$ cat config.mk
export PLATFORM = sky130hd
export DESIGN_NAME = softstart_ready_timer
export DESIGN_NICKNAME = d
export VERILOG_FILES = /design/src/rtl/sst_pkg.sv /design/src/rtl/sst_delay_chain.sv /design/src/rtl/sst_ready_flag.sv /design/src/rtl/sst_pump_gate.sv /design/src/rtl/softstart_ready_timer.sv
export SDC_FILE = /design/constraint.sdc
export NUM_CORES = 1
export LEC_CHECK = 0
export CELL_PAD_IN_SITES_DETAIL_PLACEMENT = 2
export CELL_PAD_IN_SITES_GLOBAL_PLACEMENT = 2
export CORE_ASPECT_RATIO = 1.75
export CORE_MARGIN = 3
export CORE_UTILIZATION = 18
export CTS_BUF_LIST = sky130_fd_sc_hd__clkbuf_4 sky130_fd_sc_hd__clkbuf_8 sky130_fd_sc_hd__clkbuf_16
export DETAILED_ROUTE_END_ITERATION = 6
export PLACE_DENSITY_LB_ADDON = 0.1
export SETUP_SLACK_MARGIN = 0.4
export SLEW_MARGIN = 40
export SYNTH_ARGS = -nofsm -noshare
export SYNTH_HDL_FRONTEND = slang
export SYNTH_HIERARCHICAL = 1
export SYNTH_SLANG_ARGS = --single-unit
$ cat constraint.sdc
create_clock -name clk -period 5.2 [get_ports clk]
set_input_delay 1.04 -clock clk [delete_from_list [all_inputs] [get_ports clk]]
set_output_delay 1.04 -clock clk [all_outputs]
set_load 0.1 [all_outputs]
$ cat src/rtl/sst_pkg.sv
package sst_pkg;

  // Cycles from reset release until the final stage sets.
  function automatic int unsigned ready_delay_cycles(input int unsigned stages);
    return 32'd1 << (stages - 1);
  endfunction

  // True when always-on unit 'idx' belongs to the soft-start subset.
  function automatic bit is_soft_unit(input int unsigned idx, input int unsigned soft_units);
    return idx < soft_units;
  endfunction

endpackage

$ cat src/rtl/sst_delay_chain.sv
module sst_delay_chain #(
  parameter int unsigned STAGES = 9
) (
  input  logic              clk,
  input  logic              rst_n,
  output logic [STAGES-1:0] cnt_q,
  output logic              chain_run,
  output logic              chain_done
);
  logic [STAGES-1:0] carry;
  logic [STAGES-1:0] cnt_d;

  // Counting stops once the top stage has set.
  assign chain_run  = ~cnt_q[STAGES-1];
  assign chain_done = cnt_q[STAGES-1];
  assign carry[0]   = chain_run;

  // Each stage toggles when every stage below it is 1 (synchronous divide-by-two chain).
  for (genvar i = 0; i < STAGES; i++) begin : g_stage
    assign cnt_d[i] = cnt_q[i] ^ carry[i];
    if (i < STAGES - 1) begin : g_carry
      assign carry[i+1] = carry[i] & cnt_q[i];
    end
  end

  always_ff @(posedge clk or negedge rst_n) begin
    if (!rst_n) cnt_q <= '0;
    else        cnt_q <= cnt_d;
  end
endmodule

$ cat src/rtl/sst_ready_flag.sv
module sst_ready_flag (
  input  logic chain_done,
  input  logic bypass,
  output logic ok
);
  assign ok = chain_done | bypass;
endmodule

$ cat src/rtl/sst_pump_gate.sv
module sst_pump_gate #(
  parameter int unsigned TILES      = 8,
  parameter int unsigned AON_UNITS  = 32,
  parameter int unsigned SOFT_UNITS = 16
) (
  input  logic                 ok,
  input  logic [TILES-1:0]     tile_req,
  output logic [TILES-1:0]     tile_en,
  output logic [AON_UNITS-1:0] aon_en
);
  for (genvar t = 0; t < TILES; t++) begin : g_tile
    assign tile_en[t] = ok & tile_req[t];
  end

  for (genvar u = 0; u < AON_UNITS; u++) begin : g_aon
    if (sst_pkg::is_soft_unit(u, SOFT_UNITS)) begin : g_soft
      assign aon_en[u] = 1'b1;
    end else begin : g_late
      assign aon_en[u] = ok;
    end
  end
endmodule

$ cat src/rtl/softstart_ready_timer.sv
module softstart_ready_timer #(
  parameter int unsigned STAGES     = 9,
  parameter int unsigned TILES      = 8,
  parameter int unsigned AON_UNITS  = 32,
  parameter int unsigned SOFT_UNITS = 16
) (
  input  logic                 clk,
  input  logic                 rst_n,
  input  logic                 bypass,
  input  logic [TILES-1:0]     tile_req,
  output logic                 ok,
  output logic [TILES-1:0]     tile_en,
  output logic [AON_UNITS-1:0] aon_en
);
  // Internal events brought out for the checker.
  logic [STAGES-1:0] cnt_q;
  logic              chain_run;
  logic              chain_done;

  sst_delay_chain #(.STAGES(STAGES)) chain_i (
    .clk        (clk),
    .rst_n      (rst_n),
    .cnt_q      (cnt_q),
    .chain_run  (chain_run),
    .chain_done (chain_done)
  );

  sst_ready_flag flag_i (
    .chain_done (chain_done),
    .bypass     (bypass),
    .ok         (ok)
  );

  sst_pump_gate #(
    .TILES      (TILES),
    .AON_UNITS  (AON_UNITS),
    .SOFT_UNITS (SOFT_UNITS)
  ) gate_i (
    .ok       (ok),
    .tile_req (tile_req),
    .tile_en  (tile_en),
    .aon_en   (aon_en)
  );
endmodule

Yosys cells after proc, flatten, opt, wreduce, memory -nomap -nowiden
Index checks and enable logic that the tools add are counted.

storage, ports and cells
  memories kept = 0
  bits in writable memories = 0
  latch bits = 0
  bits in read-only memories = 0
  register bits after elaboration = 9
  logic and storage cells = 28
  output and inout bits = 41
  input bits = 11

operators by class
  multiplexer cells = 0
  multiply operators = 0
  shift operators = 0
  bitwise gates (word level) = 27
  reduce and logical (&&, ||, !) cells = 0
  equal/unequal tests = 0
  $lt $le $gt $ge = 0
  $add $sub $neg = 0
  divide/modulo/power cells = 0

operators with widths
  operator   number
  AND 1 bit  16
  XOR 1 bit  9
  NOT 1 bit  1
  OR 1 bit   1

Depth between registers and ports, before layout
  depth in word-level cells = 10
  gate-level depth with buffers = 10
  gate-level depth less buffers = 10

By module
Netlist, hierarchy kept.

by module, submodules not included
  module           cells an instance  instances  area an instance (um^2)  sequential area each (um^2)
  sst_delay_chain  20                 1          345.3                    225.2
  sst_pump_gate    41                 1          294.0                    0.0
  sst_ready_flag   1                  1          6.3                      0.0

Least setup slack after synthesis
Ideal clock, no wire load.

  kind = input port to output port
  from = in bypass
  to = out tile_en[1]
  arrival time = 2.957 ns
  path slack = 1.203 ns
  path buffers = 0
  data required time = 4.160 ns
  stages on the path = 2
  path through = or2_1 and2_1

on the way
  word-level cells in the longest chain between the ends = 2

RTL lines
  what         RTL line                     source
  from (decl)  softstart_ready_timer.sv:9   input logic bypass,
  OR 1 bit     sst_ready_flag.sv:6          assign ok = chain_done | bypass;
  AND 1 bit    sst_pump_gate.sv:12          assign tile_en[t] = ok & tile_req[t];
  to (decl)    softstart_ready_timer.sv:12  output logic [TILES-1:0] tile_en,

Every way passes these cells.

Worst setup path after layout
  from = in bypass
  to = out tile_en[2]

Same word-level chain as after synthesis.

==> metrics <==
outcome complete, no violations; Worst-Margin Slew 0.6553 ns; Area after DPL 798.3 µm²; Site Rows 28; largest register by flop count chain_i/cnt_q; Hold WS 0.4746 ns; Detail Route Antenna Nets 0; Static Leak 0.4576 nW; Mapped Area 638.1 µm²; hold_sp chain_i/cnt_q[3]; DR vias 417; Final HPWL DP 1097 µm; crit path from bypass; drt initial violations 7; H-tree depth 1; Arr. time, crit path 2.53 ns; I/O Pins 52; Syn. warnings 6; relative slew slack 56.31%; Inserted Clock Buffers 3; critical path required time 4.16 ns; Routability Congestion 0.5860; root buf cell clkbuf_8; CTS Sinks 9; Power Total 311.5 µW; initial antenna violation count 0; port buffer count 35; Total Neg Setup Slack 0 ns; start of the worst register-to-register path chain_i/cnt_q[8]; hold_buf cts 0; Fin. Hold Viols 0; Synth Instances 61; Top Registers chain_i/cnt_q: 9 flops; die height 84.77 µm; WL/cell 9.961 µm; Hold Path Class reg2reg; DRC errors left 0; Tot GR Track Use 6.112%; CP max FO 25; DRT Pass-1 Iters 3; pin count of the biggest net entering global routing 26; Die W 51.01 µm; WL final 1275 µm; crit end category primary output; Finish-stage setup viols 0; maximum VDD drop 0.1249 mV; share of post-route cells with drive strength above 1 34.94%; first-pass GRT wire length 1938 µm; Post-CTS Setup Inserts 0; RSZ-0062 raised after global routing no; clk buf depth 2; post-CTS resize count 0; GRT overflow 0; kind of critical path in2out; fin area 847.1 µm²; Via density 3.258; CP startpoint kind input port; Synth Area per Inst 10.46 µm²; PwrDens 367.7 nW/µm²; # diodes 0; max_cap viols 0; Peak Freq 280.1 MHz; Clock Skews 0.002426 ns; clk_lat worst skew 0.23 ns; Core ar. 3398 µm²; Layout area overhead 32.75%; Layout Nets 103; vias in the first global route 409; DIE AREA 4324 µm²; max reg flops 9; final slew viol count 0; Worst-path clk slew 0.04 ns; post-route clock period utilization 68.67%; Period minus WS final 3.571 ns; CTS tree yes; Initial Util 18.78%
==> path summary, 6_finish.rpt <==
kind / to / slack (ns) / cells past startpoint
min in group asynchronous: chain_i/cnt_q[4] / 1.10 / 1
max in group asynchronous: chain_i/cnt_q[0] / 3.81 / 1
worst min register to register: chain_i/cnt_q[3] / 0.47 / 1
worst max register to register: chain_i/cnt_q[8] / 3.04 / 10
worst max-delay path: tile_en[2] / 1.63 / 4
worst min-delay path: chain_i/cnt_q[3] / 0.47 / 1
==> where the power goes <==
group / internal [mW] / total (mW) / leakage (nW) / switching [mW]
clock network: 0.0586 / 0.0863 / 0.0262 / 0.0277
registers: 0.0703 / 0.0703 / 0.111 / 0
logic: 0.0204 / 0.155 / 0.320 / 0.134
total: 0.149 / 0.311 / 0.458 / 0.162
==> critical path, cell delays in order <==
cell and delay, ns:
clkdlybuf4s50_1 0.45, or2_1 0.52, and2_1 0.22, buf_4 0.29
==> stage by stage <==
step | instances | setup slack [ns] | util, %
floorplan | 76 | 1.203 | -
global placement | 124 | 1.632 | 23.49
detailed placement | 124 | 1.593 | 23.49
CTS | 128 | 1.587 | 24.93
global route | 128 | 1.507 | 24.93
finish | 128 | 1.629 | 24.93
==> cell usage in the layout, fill, tap and decap left out, types with 3 or more instances in the layout <==
| cell | instances |
|---|---|
| clkbuf_8 | 3 |
| conb_1 | 16 |
| buf_4 | 25 |
| and2_1 | 8 |
| ha_1 | 8 |
| clkdlybuf4s50_1 | 10 |
| dfrtp_1 | 9 |
==> metal layers <==
| metal | GRT usage, % | routed length (µm) | up-vias |
|---|---|---|---|
| met3 | 2.842 | 207 | 3 |
| met1 | 6.018 | 426 | 192 |
| met4 | 5.147 | 36 | 0 |
| met5 | 0 | 0 | - |
| li1 | - | - | 185 |
| met2 | 9.401 | 605 | 37 |
==> cell type report <==
type / instances / area, µm²
clock buffers: 4 / 48.80
fillers: 414 / 2551
inverters: 1 / 3.754
multi-input cells: 34 / 225.2
flip-flops and latches: 9 / 225.2
well taps: 45 / 56.30
repair buffers: 35 / 287.8
Note: power is estimated with default switching activity, not from simulation.
